## config.mk

```make
export PLATFORM = sky130hd
export DESIGN_NAME = pg_margin_seq
export DESIGN_NICKNAME = d
export VERILOG_FILES = /design/src/rtl/pgm_pkg.sv /design/src/rtl/pgm_tick.sv /design/src/rtl/pgm_timer.sv /design/src/rtl/pgm_pg_ctrl.sv /design/src/rtl/pgm_margin.sv /design/src/rtl/pg_margin_seq.sv
export SDC_FILE = /design/constraint.sdc
export NUM_CORES = 1
export LEC_CHECK = 0
export BUFFER_PORTS_ARGS = -buffer_cell sky130_fd_sc_hd__buf_4
export CORE_ASPECT_RATIO = 0.9
export CORE_UTILIZATION = 41
export DETAILED_ROUTE_END_ITERATION = 8
export PLACE_DENSITY_LB_ADDON = 0.05
export SYNTH_ARGS = -nofsm -noshare
export SYNTH_HDL_FRONTEND = slang
export SYNTH_SLANG_ARGS = --single-unit
```

## constraint.sdc

```tcl
create_clock -name clk -period 3.65 [get_ports clk]
set_input_delay 0.5475 -clock clk [delete_from_list [all_inputs] [get_ports clk]]
set_output_delay 0.5475 -clock clk [all_outputs]
set_load 0.03 [all_outputs]
```

## src/rtl/pgm_pkg.sv

```systemverilog
package pgm_pkg;

    // Ratio between the fast margin-slew rate and the slow power-good rate.
    localparam int unsigned RATE_RATIO = 50;

    typedef enum logic [1:0] {
        TGT_NOM = 2'd0,
        TGT_UP  = 2'd1,
        TGT_DN  = 2'd2
    } tgt_e;

    typedef struct packed {
        logic rise;
        logic fall;
    } pg_evt_t;

    // {dn, up}: 00 nominal, 01 raise, 10 lower, 11 keep current target.
    function automatic tgt_e decode_cmd(input logic dn, input logic up, input tgt_e cur);
        case ({dn, up})
            2'b00:   return TGT_NOM;
            2'b01:   return TGT_UP;
            2'b10:   return TGT_DN;
            default: return cur;
        endcase
    endfunction

endpackage

```

## src/rtl/pgm_tick.sv

```systemverilog
module pgm_tick #(
    parameter int unsigned DIV = 2
) (
    input  logic clk,
    input  logic rst,
    input  logic run,
    output logic tick
);
    localparam int unsigned W = (DIV > 1) ? $clog2(DIV) : 1;

    logic [W-1:0] cnt;

    assign tick = run && (cnt == W'(DIV - 1));

    always_ff @(posedge clk) begin
        if (rst || !run) begin
            cnt <= '0;
        end else if (tick) begin
            cnt <= '0;
        end else begin
            cnt <= cnt + 1'b1;
        end
    end
endmodule

```

## src/rtl/pgm_timer.sv

```systemverilog
module pgm_timer #(
    parameter int unsigned FULL = 8,
    parameter int unsigned W    = 4
) (
    input  logic         clk,
    input  logic         rst,
    input  logic         clr,
    input  logic         pg_own,
    input  logic         slow_tick,
    input  logic         fast_tick,
    output logic [W-1:0] count,
    output logic         full
);
    assign full = (count == W'(FULL));

    always_ff @(posedge clk) begin
        if (rst || clr) begin
            count <= '0;
        end else if (pg_own) begin
            // Power-good delay: charge slowly and hold at threshold.
            if (slow_tick && !full) begin
                count <= count + 1'b1;
            end
        end else if (fast_tick) begin
            // Margin pacing: one sweep per full-scale margin move, then restart.
            count <= (count == W'(FULL - 1)) ? '0 : count + 1'b1;
        end
    end
endmodule

```

## src/rtl/pgm_pg_ctrl.sv

```systemverilog
module pgm_pg_ctrl
    import pgm_pkg::*;
#(
    parameter int unsigned FILT = 4
) (
    input  logic    clk,
    input  logic    rst,
    input  logic    ss_done,
    input  logic    in_win,
    input  logic    tmr_full,
    output logic    pg,
    output pg_evt_t evt,
    output logic    slow_run
);
    localparam int unsigned FW = (FILT > 1) ? $clog2(FILT) : 1;

    logic [FW-1:0] bad_cnt;
    logic          trip;

    assign trip     = !in_win && (bad_cnt == FW'(FILT - 1));
    assign evt.rise = !pg && ss_done && tmr_full && in_win;
    assign evt.fall = pg && (!ss_done || trip);
    assign slow_run = !pg && ss_done && !tmr_full;

    always_ff @(posedge clk) begin
        if (rst || in_win) begin
            bad_cnt <= '0;
        end else if (bad_cnt != FW'(FILT - 1)) begin
            bad_cnt <= bad_cnt + 1'b1;
        end
    end

    always_ff @(posedge clk) begin
        if (rst) begin
            pg <= 1'b0;
        end else if (evt.rise) begin
            pg <= 1'b1;
        end else if (evt.fall) begin
            pg <= 1'b0;
        end
    end
endmodule

```

## src/rtl/pgm_margin.sv

```systemverilog
module pgm_margin
    import pgm_pkg::*;
#(
    parameter int unsigned INC  = 3,
    parameter int unsigned FULL = 8,
    parameter int unsigned MW   = 6
) (
    input  logic                 clk,
    input  logic                 rst,
    input  logic                 mode,
    input  logic                 cmd_dn,
    input  logic                 cmd_up,
    input  logic                 pg,
    input  logic                 fast_tick,
    output logic signed [MW-1:0] level,
    output logic                 fast_run
);
    localparam int unsigned MAG = INC * FULL;
    localparam logic signed [MW-1:0] POS_L = MW'(MAG);
    localparam logic signed [MW-1:0] NEG_L = -POS_L;
    localparam logic signed [MW-1:0] INC_L = MW'(INC);
    localparam logic signed [MW:0]   INC_S = (MW + 1)'(INC);

    tgt_e                 tgt;
    logic signed [MW-1:0] goal;
    logic signed [MW:0]   gap;
    logic signed [MW-1:0] nxt;

    always_comb begin
        case (tgt)
            TGT_UP:  goal = POS_L;
            TGT_DN:  goal = NEG_L;
            default: goal = '0;
        endcase
    end

    assign gap = {goal[MW-1], goal} - {level[MW-1], level};

    always_comb begin
        if (gap > INC_S) begin
            nxt = level + INC_L;
        end else if (gap < -INC_S) begin
            nxt = level - INC_L;
        end else begin
            nxt = goal;
        end
    end

    assign fast_run = pg && mode && (level != goal);

    always_ff @(posedge clk) begin
        if (rst || !mode) begin
            tgt   <= TGT_NOM;
            level <= '0;
        end else begin
            tgt <= decode_cmd(cmd_dn, cmd_up, tgt);
            if (fast_tick) begin
                level <= nxt;
            end
        end
    end
endmodule

```

## src/rtl/pg_margin_seq.sv

```systemverilog
module pg_margin_seq
    import pgm_pkg::*;
#(
    parameter int unsigned FAST_DIV   = 2,
    parameter int unsigned TMR_FULL   = 8,
    parameter int unsigned FILT_CYC   = 4,
    parameter int unsigned MARGIN_INC = 3,
    localparam int unsigned MW = $clog2(MARGIN_INC * TMR_FULL + 1) + 1
) (
    input  logic                 clk,
    input  logic                 rst,
    input  logic                 ss_done,
    input  logic                 in_win,
    input  logic                 mode_margin,
    input  logic                 cmd_dn,
    input  logic                 cmd_up,
    output logic                 pg_good,
    output logic signed [MW-1:0] margin_lvl
);
    localparam int unsigned SLOW_DIV = FAST_DIV * RATE_RATIO;
    localparam int unsigned TW       = $clog2(TMR_FULL + 1);

    pg_evt_t       evt;
    logic          slow_run, fast_run;
    logic          slow_tick, fast_tick;
    logic          tmr_full, tmr_clr;
    logic [TW-1:0] tmr_count;

    pgm_tick #(.DIV(SLOW_DIV)) u_slow (
        .clk(clk), .rst(rst), .run(slow_run), .tick(slow_tick)
    );

    pgm_tick #(.DIV(FAST_DIV)) u_fast (
        .clk(clk), .rst(rst), .run(fast_run), .tick(fast_tick)
    );

    // Clear on every handover and whenever the current owner gives up its use.
    assign tmr_clr = evt.rise || evt.fall
                  || (!pg_good && !ss_done)
                  || (pg_good && !mode_margin);

    pgm_timer #(.FULL(TMR_FULL), .W(TW)) u_tmr (
        .clk      (clk),
        .rst      (rst),
        .clr      (tmr_clr),
        .pg_own   (!pg_good),
        .slow_tick(slow_tick),
        .fast_tick(fast_tick),
        .count    (tmr_count),
        .full     (tmr_full)
    );

    pgm_pg_ctrl #(.FILT(FILT_CYC)) u_pg (
        .clk     (clk),
        .rst     (rst),
        .ss_done (ss_done),
        .in_win  (in_win),
        .tmr_full(tmr_full),
        .pg      (pg_good),
        .evt     (evt),
        .slow_run(slow_run)
    );

    pgm_margin #(.INC(MARGIN_INC), .FULL(TMR_FULL), .MW(MW)) u_mgn (
        .clk      (clk),
        .rst      (rst),
        .mode     (mode_margin),
        .cmd_dn   (cmd_dn),
        .cmd_up   (cmd_up),
        .pg       (pg_good),
        .fast_tick(fast_tick),
        .level    (margin_lvl),
        .fast_run (fast_run)
    );
endmodule

```

Yosys cells after proc, flatten, opt, wreduce, memory -nomap -nowiden
Index checks and enable logic that the tools add are counted.

word-level totals
  input port bits = 7
  output and inout bits = 7
  word-level logic and storage cells = 73
  bits in registers = 23

operators by class
  $add $sub $neg = 7
  muxes and demuxes = 10
  eq/ne operators = 11
  reduce and logical (&&, ||, !) cells = 36
  order comparisons = 2

operator list
  kind                                                                           number
  4-bit 2-to-1 mux                                                               4
  1-bit logical AND                                                              13
  6-bit 2-to-1 mux                                                               2
  6-bit case mux with 2 select lines                                             1
  1-bit logical OR                                                               9
  7-bit by 1-bit adder with 7-bit output (second input constant)                 1
  7-bit equality test (second input constant)                                    1
  7-bit by 3-bit > comparator with 1-bit output (second input constant)          1
  1-bit zero test                                                                7
  7-bit by 3-bit less-than comparator with 1-bit output (second input constant)  1
  6-bit by 6-bit subtractor with 7-bit output                                    1
  6-bit by 3-bit adder with 6-bit output (second input constant)                 1
  2-bit equality test (second input constant)                                    3
  6-bit inequality test                                                          1
  2-bit case mux with 3 select lines                                             1
  6-bit by 3-bit subtractor with 6-bit output (second input constant)            1
  4-bit by 1-bit adder with 4-bit output (second input constant)                 1
  2-bit by 1-bit equality test with 1-bit output (second input constant)         2
  4-bit by 3-bit equality test with 1-bit output (second input constant)         1
  4-bit equality test (second input constant)                                    1
  2-bit inequality test (second input constant)                                  2
  2-bit nonzero test                                                             2
  2-bit OR reduction                                                             2
  3-bit nonzero test                                                             1
  other kinds (5)                                                                6

Depth between registers and ports, before layout
Gate-level depths: netlist of run 1.

  word-level depth = 8
  mapped depth = 11
  depth with buffers taken out = 10

Modules after synthesis
Synthesis of run 1 repeated with hierarchy kept, for this count alone.

second synthesis, totals
  cell total of the unflattened synthesis = 191
  area, all modules = 1,719.1 µm²

by module, submodules not included
  module             cells an instance  seq. area each (µm²)  instances  area each (µm²)
  pgm_margin         109                160.2                 1          893.4
  pgm_tick (u_slow)  32                 140.1                 1          344.1
  pgm_timer          30                 80.1                  1          269.0
  pgm_pg_ctrl        14                 60.1                  1          152.6
  pgm_tick (u_fast)  3                  20.0                  1          40.0
  pg_margin_seq      3                  0.0                   1          20.0

Least setup slack after synthesis of run 1
OpenSTA, ideal clock, no wires.

  path kind = register -> register
  from = register u_mgn.level[3]
  to = register u_mgn.level[4]
  clock period less this slack = 2.591 ns
  required time = 3.576 ns
  path buffers = 0
  library setup time = 0.074 ns
  stages on the path, launching flop included = 9
  path slack = 1.059 ns
  arrival time = 2.517 ns
  cell sequence = dfxtp_1 inv_1 ha_1 and3b_4 or3_1 and2_1 a211oi_4 mux2_2 a31oi_1

between the ends
  word-level cells in the longest chain between the ends = 4
  elaborated cells between the ends (all ways) = 10
  classes of those cells = add/sub (3); order compare (2); eq/ne (1); mux (2); reduce/logical (2)

RTL lines
  item                                                   line              RTL
  start: declaration                                     pgm_margin.sv:15  output logic signed [MW-1:0] level,
  start signal: assignment                               pgm_margin.sv:58  level <= nxt;
  6-bit by 6-bit subtractor with 7-bit output            pgm_margin.sv:37  assign gap = {goal[MW-1], goal} - {level[MW-1], level};
  7-bit by 3-bit less-than comparator with 1-bit output  pgm_margin.sv:42  end else if (gap < -INC_S) begin
  6-bit 2-to-1 mux                                       pgm_margin.sv:42
  6-bit 2-to-1 mux                                       pgm_margin.sv:40  if (gap > INC_S) begin

Several ways; a longest one is shown, not always the timed one.
A chain may end at the register's enable or synchronous reset.

Worst setup path in the final report of run 1
  from = register u_mgn.tgt[0]
  to = register u_mgn.level[4]

between the ends
  word-level cells in the longest chain between the ends = 6
  elaborated cells between the ends (all ways) = 11
  classes of those cells = add/sub (1); order compare (2); eq/ne (3); mux (3); reduce/logical (2)

RTL lines
  item                                                                                   line              RTL
  start: declaration                                                                     pgm_margin.sv:24  tgt_e tgt;
  start signal: assignment                                                               pgm_margin.sv:56  tgt <= decode_cmd(cmd_dn, cmd_up, tgt);
  2-bit equality test or 2-bit by 1-bit equality test with 1-bit output (tied branches)  pgm_margin.sv:30  case (tgt)
  6-bit case mux with 2 select lines *                                                   pgm_margin.sv:30
  6-bit by 6-bit subtractor with 7-bit output                                            pgm_margin.sv:37
  7-bit by 3-bit less-than comparator with 1-bit output                                  pgm_margin.sv:42
  6-bit 2-to-1 mux                                                                       pgm_margin.sv:42
  6-bit 2-to-1 mux                                                                       pgm_margin.sv:40

Mark *: on every way between the ends. The rest lies on a longest branch, timed or not.

==> results of run 1 <==
[cell type report]
class / count / area, um^2
fillers: 375 / 1940
well taps: 46 / 57.6
clock buffers: 3 / 41.3
repair buffers: 14 / 105
flip-flops and latches: 23 / 460
inverters: 15 / 56.3
clock inverters: 1 / 5.00
multi-input cells: 150 / 1060
[sequential cells by signal, summed over array words and instances, names as in the netlist]
| signal | cells |
|---|---|
| u_pg.bad_cnt | 2 |
| u_mgn.level | 6 |
| u_slow.cnt | 7 |
| u_mgn.tgt | 2 |
| u_fast.cnt | 1 |
| u_pg.pg | 1 |
| u_tmr.count | 4 |
[per-layer routing]
layer  vias to the layer above  part of all wire, %
met5                         -                    0
met4                         0                  2.0
met3                         8                  5.8
met2                        46                   44
met1                       635                   49
li1                        707                    -
[cells in the final DEF, fill, tap and decap left out, drive strengths merged, types with 4 or more instances in the layout]
master  count
nand2      18
dfxtp      23
inv        15
ha         12
nand2b      4
nor2       18
nor2b       4
a211oi      4
nor3        5
nand3       8
a31oi       7
xnor2      11
a21oi       8
buf        14
o21ai      10
[worst max path at each step]
stage                     cells past startpoint      startpoint        endpoint  slack (ns)
after floorplan                               8  u_mgn.level[3]  u_mgn.level[4]        1.06
after global placement                       10    u_mgn.tgt[0]  u_mgn.level[4]        0.98
after detailed placement                     10    u_mgn.tgt[0]  u_mgn.level[4]        0.90
after CTS                                    10    u_mgn.tgt[0]  u_mgn.level[4]        0.85
after global routing                         10    u_mgn.tgt[0]  u_mgn.level[5]        0.70
final                                        10    u_mgn.tgt[0]  u_mgn.level[4]        0.84
[report_power, final]
group	internal, mW	switching, mW
Sequential	0.253	0.00217
Clock	0.0762	0.0841
Combinational	0.0268	0.0351
[through the flow]
| step | area (um^2) | instances | hold WS [ns] |
|---|---|---|---|
| after floorplan | 1610 | 192 | 0.421 |
| after global placement | 1740 | 248 | 0.435 |
| after detailed placement | 1740 | 248 | 0.443 |
| after CTS | 1790 | 252 | 0.455 |
| after global routing | 1790 | 252 | 0.446 |
| final | 1790 | 252 | 0.453 |
[cell usage after synthesis, types with 5 or more instances]
cell type  instances  area (um^2)
nor3_1             5         25.0
nor2_1            17         63.8
inv_1             15         56.3
a31oi_1            7         43.8
ha_1              12          150
a21oi_1            6         30.0
dfxtp_1           23          460
xnor2_1           10         87.6
o21ai_0            9         45.0
nand3_1            8         40.0
nand2_1           18         67.6
[cell families after synthesis]
| group | Yosys count |
|---|---|
| simple gates | 78 |
| xor+xnor | 14 |
| flops | 23 |
| mux | 5 |
| fa+ha+maj | 12 |
| compound gates | 41 |
| buf+inv | 19 |
==> metrics.txt, run 1 <==
Power Dens Cells=267 nW/um^2; GRT Total Usage=18.2%; average wire per standard cell=14.1 um; Final setup viols=0; Hold Path Cell Cnt=1; mux cell area share after synthesis=3.26%; Crit path largest cell delay=0.37 ns; Placeable Area=3730 um^2; status=completed; Seq/Total Area, Yosys=28.5%; count of input and output buffers=13; clock slew at reported path FFs=0.08 ns; initial antenna violation count=0; reg2reg path depth=10; fin util=47.9%; Worst Hold Launch=u_fast.cnt; area delta synth->final=10.9%; Die Area=4190 um^2; Largest delay share family, worst path=simple AND/OR/NAND/NOR gates; fin worst setup slack=0.842 ns; Avg Inst Size Synth=8.40 um^2; Remaining DRCs=0; Hold-fix buffers, CTS=0; LEAKAGE=0.661 nW; setup TNS=0 ns; vias in the first global route=1219; hold path endpoint=u_fast.cnt; ANT nets after route=0; Hold Path Class=flip-flop to flip-flop; cts bufs inserted=3; row cnt=21; global route overflow=0; synth warn=0; top_reg_cell synth=dfxtp_1; worst-margin pin slew=0.508 ns; Design Power=0.478 mW; R2R Setup Slk=0.84 ns; Initial Util=43.2%; RSZ-0062 raised after global routing=no; RR Endpoint=u_mgn.level[4]; M1 GR Usage=25.8%; via count=1396; post-CTS setup buffer count=0; max cap viols=0; M2 GR Usage=27.0%; Worst path slowest cell=mux2_2; Worst Path Arrival=3.00 ns; CP Class=flip-flop to flip-flop; Post-synth EDFFs=0; M3 GR Usage=3.89%; fraction of layout cells with a size suffix above 1=15.5%; Max Freq=0.356 GHz; fin. max-slew vios=0; worst r2r src=u_mgn.tgt[0]; buffers plus inverters on the worst setup path=2; area fraction in compound gates after synthesis=19.3%; H-tree depth=1; Post-Synth Simple-Gate Area=25.9%; clk buf depth=2; Critical Path End Type=flip-flop; routability cong.=0.820; worst-path cell chain=inv_1, ha_1, inv_1, ha_1, and3b_4, or3_1, and2_1, a211oi_4, mux2_2, a31oi_1; XOR/XNOR Fraction of Synth Area=8.07%; 1st-iter DRT viols=59; Final Skew=0.00174 ns; TritonCTS sink count=23; fin crit period=2.81 ns; clock insertion delay at the later pin of the skew report=0.26 ns; Syn Nets=211; Worst slew margin=66.0%; post-layout net count=226; CTS resizes=0; Die Y=61.5 um; largest net degree at the start of global routing=14; largest family of logic cells by synthesized area=simple AND/OR/NAND/NOR gates; Antenna diodes=0; pre-CTS WS=0.901 ns; number of vias per cell=5.54; Post-Syn Instances=192; global-route wire length before repair=5.64 mm; Worst EP required=3.84 ns; Final Hold Viols=0; routed wire length=3.56 mm; CTS tree=yes; gr busiest metal=met2; Cell variety after synth=51; clock root buffer=clkbuf_8; ys async rst share=0%; I/O pins=14; worst vdd ir=0.000181 V; Cell Area, Synth=1610 um^2; 1st-pass router iterations=4; Die Wd=68.1 um; Critical Path Source Type=flip-flop; Yosys reg bits=23; Final period util=76.9%; final HPWL from detailed placement=2.65 mm; peak fanout along the critical path=5; adder-cell share of the synthesized area=9.31%
No activity file was read; power rests on OpenSTA's default activity.
==> inputs of run 2 (changes only) <==
Clock period 3.65 ns to 2.3 ns, I/O delays scaled along.
==> metrics.txt, run 2 (same netlist as run 1, synthesis figures left out) <==
status=complete, but fails checks; violated checks=setup timing; reg2reg path depth=10 (unchanged); max cap viols=0 (unchanged); max reg flops=7 (unchanged); Largest delay share family, worst path=simple AND/OR/NAND/NOR gates; Worst Hold Launch=cmd_dn; row cnt=21 (unchanged); fin worst setup slack=-0.124 ns (-0.966 ns); Hold Path Cell Cnt=2 (+1); hold path endpoint=u_mgn.tgt[0]; Crit path largest cell delay=0.35 ns (-0.02 ns); Die Wd=68.1 um (unchanged); Final period util=105% (+28 points); CTS tree=yes; worst-margin pin slew=0.455 ns (-0.0536 ns); ANT nets after route=0 (unchanged); Die Y=61.5 um (unchanged); Largest Register=u_slow.cnt; TritonCTS sink count=23 (unchanged); worst r2r src=u_mgn.tgt[0]; multi-input logic area=1140 um^2 (+7.7%); Seq. cell area=468 um^2 (+1.6%); global-route wire length before repair=6.12 mm (+8.4%); Final Hold Viols=0 (unchanged); number of vias per cell=5.46 (-1.4%); Crit path top cell by count=ha_4; R2R Setup Slk=-0.12 ns (-0.97 ns); Placeable Area=3730 um^2 (unchanged); most frequent cells in the layout=39 x buf_4, 18 x nand2_1, 17 x nor2_1, 17 x dfxtp_1, 13 x inv_1; 1st-iter DRT viols=68 (+15%); I/O pins=14 (unchanged); non-filler cells, final=278 (+10%); # placed instances=271 (+9.3%); initial antenna violation count=0 (unchanged); worst vdd ir=0.000205 V (+13%); pre-CTS WS=-0.186 ns (-1.09 ns); fin util=55.7% (+7.7 points); clock slew at reported path FFs=0.08 ns (about the same); fin crit period=2.42 ns (-0.384 ns); FILL cells=354 (-5.6%); Antenna diodes=0 (unchanged); Critical Path Source Type=flip-flop; area delta synth->final=28.8%; Worst Path Arrival=2.62 ns (-0.38 ns); RR Endpoint=u_mgn.level[4]; commonest non-fill, non-tap cell in the layout=buf_4; peak fanout along the critical path=4 (-1); clock root buffer=clkbuf_8; via count=1518 (+8.7%); clk buf depth=2 (unchanged); count of input and output buffers=13 (unchanged); Final setup viols=7 (+7); clock insertion delay at the later pin of the skew report=0.27 ns (about the same); Initial Util=43.2% (unchanged); H-tree depth=1 (unchanged); Hold Path Class=primary input to flip-flop; Remaining DRCs=0 (unchanged); cts bufs inserted=3 (unchanged); Hold Slack=0.252 ns (-0.201 ns); 1st-pass router iterations=4 (unchanged); Top Registers=u_slow.cnt x7, u_mgn.level x6, u_tmr.count x4; worst-path cell chain=inv_2, ha_4, inv_4, ha_4, and3b_4, or3_4, and2_4, a211oi_4, mux2_4, a31oi_1; Final Skew=0.00168 ns (-0.0000676 ns); fin. max-slew vios=0 (unchanged); global route overflow=0 (unchanged); post-layout net count=252 (+12%); routed wire length=3.90 mm (+9.7%); Worst slew margin=69.6% (+3.6 points); largest net degree at the start of global routing=13 (-1); vias in the first global route=1310 (+7.5%); CP Class=flip-flop to flip-flop; average wire per standard cell=14.0 um (-0.53%); final HPWL from detailed placement=3.02 mm (+14%); buffers plus inverters on the worst setup path=2 (unchanged); routability cong.=0.863 (+5.3%); Worst path slowest cell=dfxtp_2; GRT Total Usage=19.8% (+1.5 points); RSZ-0062 raised after global routing=yes; LEAKAGE=0.800 nW (+21%); fraction of layout cells with a size suffix above 1=33.2% (+18 points); Worst EP required=2.50 ns (-1.34 ns); Max Freq=0.413 GHz (+16%); Die Area=4190 um^2 (unchanged); Design Power=0.799 mW (+67%); Critical Path End Type=flip-flop; Power Dens Cells=384 nW/um^2 (+44%)
[run 2: cell types whose count changed in the layout (fill, tap and decap cells not counted), sizes merged]
cell / change
buf: +26
clkbuf: +1
clkinv: -1
[run 2: repair_timing]
| item | in CTS | in global routing |
|---|---|---|
| pin swaps | 8 | 5 |
| resized for setup | 6 | 5 |
| hold buffers | 0 | 0 |
| gates cloned | 0 | 0 |
| endpoints found under the setup margin | 9 | 9 |
| buffers inserted | 2 | 1 |
[run 2: how the worst max path moves through the flow]
stage	from	endpoint	slack, ns	cells after the start
final	u_mgn.tgt[0]	u_mgn.level[4]	-0.12	10
after global routing	u_mgn.tgt[0]	u_mgn.level[4]	-0.21	10
after CTS	u_mgn.tgt[0]	u_mgn.level[4]	-0.13	10
after detailed placement	u_mgn.tgt[0]	u_mgn.level[4]	-0.19	10
after global placement	u_mgn.tgt[0]	u_mgn.level[0]	-0.13	11
after floorplan	u_mgn.tgt[0]	u_mgn.level[4]	-0.1	10
[run 2: where the power goes]
part           total [mW]  switching, mW  internal, mW
combinational       0.132         0.0652        0.0666
sequential          0.406        0.00370         0.402
clock               0.261          0.137         0.124
total               0.799          0.206         0.593
[run 2: worst reg2reg max path, stage by stage, from the launching register on]
cell,delay [ns]
dfxtp_2,0.35
inv_2,0.05
ha_4,0.28
inv_4,0.04
ha_4,0.21
and3b_4,0.18
or3_4,0.33
and2_4,0.18
a211oi_4,0.30
mux2_4,0.34
a31oi_1,0.12
[run 2: cell type report]
| type | instances | area share [%] |
|---|---|---|
| repair buffers | 40 | 14.6 |
| flip-flops and latches | 23 | 22.5 |
| clock buffers | 4 | 2.17 |
| multi-input cells | 150 | 55.1 |
| inverters | 15 | 2.83 |
| well taps | 46 | 2.77 |
[run 2: routing by layer]
metal | wire, um | vias up | track usage [%]
met5 | 0 | - | 0
met4 | 27 | 0 | 4.17
met3 | 162 | 5 | 3.52
met2 | 1750 | 35 | 31.8
met1 | 1960 | 716 | 27.5
li1 | - | 762 | -
[run 2: through the flow]
step                cell area (um^2)  setup TNS (ns)
global placement                1960          -0.541
global route                    2080           -1.21
CTS                             2050          -0.455
floorplan                       1660          -0.190
finish                          2080          -0.476
detailed placement              1960          -0.863
==> inputs of run 3 (changes only) <==
Settings changed: CORE_UTILIZATION 41 to 53.
==> metrics.txt, run 3 (same netlist as run 1, synthesis figures left out) <==
status=complete, but fails checks; violated checks=setup timing; count of input and output buffers=13 (unchanged); Comb power frac=18.5% (+2.0 points); Final setup viols=6 (-1); row cnt=18 (-14%); fin crit period=2.43 ns (+0.00137 ns); Hold Slack=0.207 ns (-0.0443 ns); Placeable Area=2820 um^2 (-25%); max reg flops=7 (unchanged); Sw Ratio=26.0% (+0.24 points); commonest non-fill, non-tap cell in the layout=buf_4; max cap viols=0 (unchanged); cts bufs inserted=3 (unchanged); worst vdd ir=0.000304 V (+48%); worst-margin pin slew=0.410 ns (-0.0451 ns); LEAKAGE=0.799 nW (-0.12%); Seq pwr share=55.6% (+4.7 points); clk buf depth=2 (unchanged); Final period util=105% (about the same); Die Wd=60.1 um (-12%); Die Y=54.3 um (-12%); via count=1517 (-0.066%); Max Freq=0.412 GHz (about the same); global route overflow=0 (unchanged); area delta synth->final=28.2%; fraction of layout cells with a size suffix above 1=31.9% (-1.3 points); CP Class=flip-flop to flip-flop; most frequent cells in the layout=39 x buf_4, 18 x nand2_1, 17 x nor2_1, 17 x dfxtp_1, 13 x inv_1; Critical Path End Type=flip-flop; number of vias per cell=5.58 (+2.1%); Worst slew margin=72.6% (+3.0 points); Hold Path Class=primary input to flip-flop; largest net degree at the start of global routing=13 (unchanged); vias in the first global route=1343 (+2.5%); CTS tree=yes; Remaining DRCs=0 (unchanged); fin util=73.5% (+18 points); post-layout net count=252 (unchanged); final HPWL from detailed placement=2.96 mm (-1.9%); I/O pins=14 (unchanged); Final Skew=0.00847 ns (+0.00680 ns); Power Dens Cells=353 nW/um^2 (-8.1%); clock slew at reported path FFs=0.13 ns (+0.05 ns); Die Area=3270 um^2 (-22%); pre-CTS WS=-0.181 ns (+0.00489 ns); Worst EP required=2.55 ns (+0.05 ns); clock insertion delay at the later pin of the skew report=0.31 ns (+0.04 ns); average wire per standard cell=13.8 um (-2.0%); Largest Register=u_slow.cnt; routability cong.=0.891 (+3.3%); routed wire length=3.74 mm (-4.1%); fin worst setup slack=-0.126 ns (-0.00137 ns); Initial Util=57.3% (+14 points); Critical Path Source Type=flip-flop; Top Registers=u_slow.cnt x7, u_mgn.level x6, u_tmr.count x4; global-route wire length before repair=5.86 mm (-4.3%); GRT Total Usage=24.0% (+4.2 points); fin. max-slew vios=0 (unchanged); net switching power=0.190 mW (-7.6%); Worst Path Arrival=2.68 ns (+0.06 ns); Final Hold Viols=0 (unchanged); Antenna diodes=0 (unchanged); 1st-iter DRT viols=67 (-1.5%); RSZ-0062 raised after global routing=yes; ANT nets after route=0 (unchanged); H-tree depth=1 (unchanged); clock root buffer=clkbuf_4; peak fanout along the critical path=4 (unchanged); Hold-fix buffers, CTS=0 (unchanged); 1st-pass router iterations=4 (unchanged); TritonCTS sink count=23 (unchanged); initial antenna violation count=0 (unchanged); internal power=0.541 mW (-8.8%); setup TNS=-0.516 ns (-0.0399 ns); clock share of power=25.9% (-6.7 points)
[run 3: cell counts in the layout (fill, tap and decap cells not counted)]
No cell type changed its count.
[run 3: final cells by class]
type | count | area (um^2)
well taps | 40 | 50.0
multi-input cells | 150 | 1160
flip-flops and latches | 23 | 468
repair buffers | 40 | 304
inverters | 15 | 56.3
fillers | 227 | 747
clock buffers | 4 | 26.3
[run 3: critical path: stages (launching register included)]
cell	delay (ns)
dfxtp_2	0.36
inv_2	0.05
ha_4	0.26
inv_2	0.04
ha_4	0.20
and3b_4	0.20
or3_4	0.33
and2_4	0.18
a211oi_4	0.29
mux2_4	0.33
a31oi_1	0.15
[run 3: metal layers]
layer / GRT usage (%) / up-vias / share of wire [%]
met2: 39.7 / 35 / 46
met5: 0 / - / 0
met1: 32.6 / 711 / 49
met4: 3.88 / 0 / 0.61
li1: - / 766 / -
met3: 4.96 / 5 / 4.7
[run 3: power groups by stage]
stage	clock network, mW	logic [mW]	registers [mW]
5_1_grt	0.216	0.147	0.407
4_1_cts	0.194	0.125	0.406
2_1_floorplan	0	0.0794	0.415
6_report	0.189	0.135	0.406
3_5_place_dp	0	0.120	0.415
3_3_place_gp	0	0.116	0.415
[run 3: what timing repair did]
item,in CTS,in global routing
buffers inserted,2,2
gates resized for setup,4,5
setup endpoints to repair,9,9
gates cloned,0,0
hold endpoints to repair,0,0
pin swaps,5,6
[run 3: path summary, 6_finish.rpt]
kind,from,cells past startpoint,slack (ns),end
hold reg to reg,u_fast.cnt,1,0.46,u_fast.cnt
setup reg to reg,u_mgn.tgt[0],10,-0.13,u_mgn.level[5]
hold / removal,in_win,2,0.21,u_pg.bad_cnt[1]
setup / recovery,u_mgn.tgt[0],10,-0.13,u_mgn.level[5]
[run 3: metrics by stage]
step	std cells	area, um^2	power, mW
2_1_floorplan	192	1660	0.494
3_3_place_gp	264	1950	0.531
3_5_place_dp	264	1950	0.536
4_1_cts	270	2010	0.726
5_1_grt	272	2070	0.770
6_report	272	2070	0.731
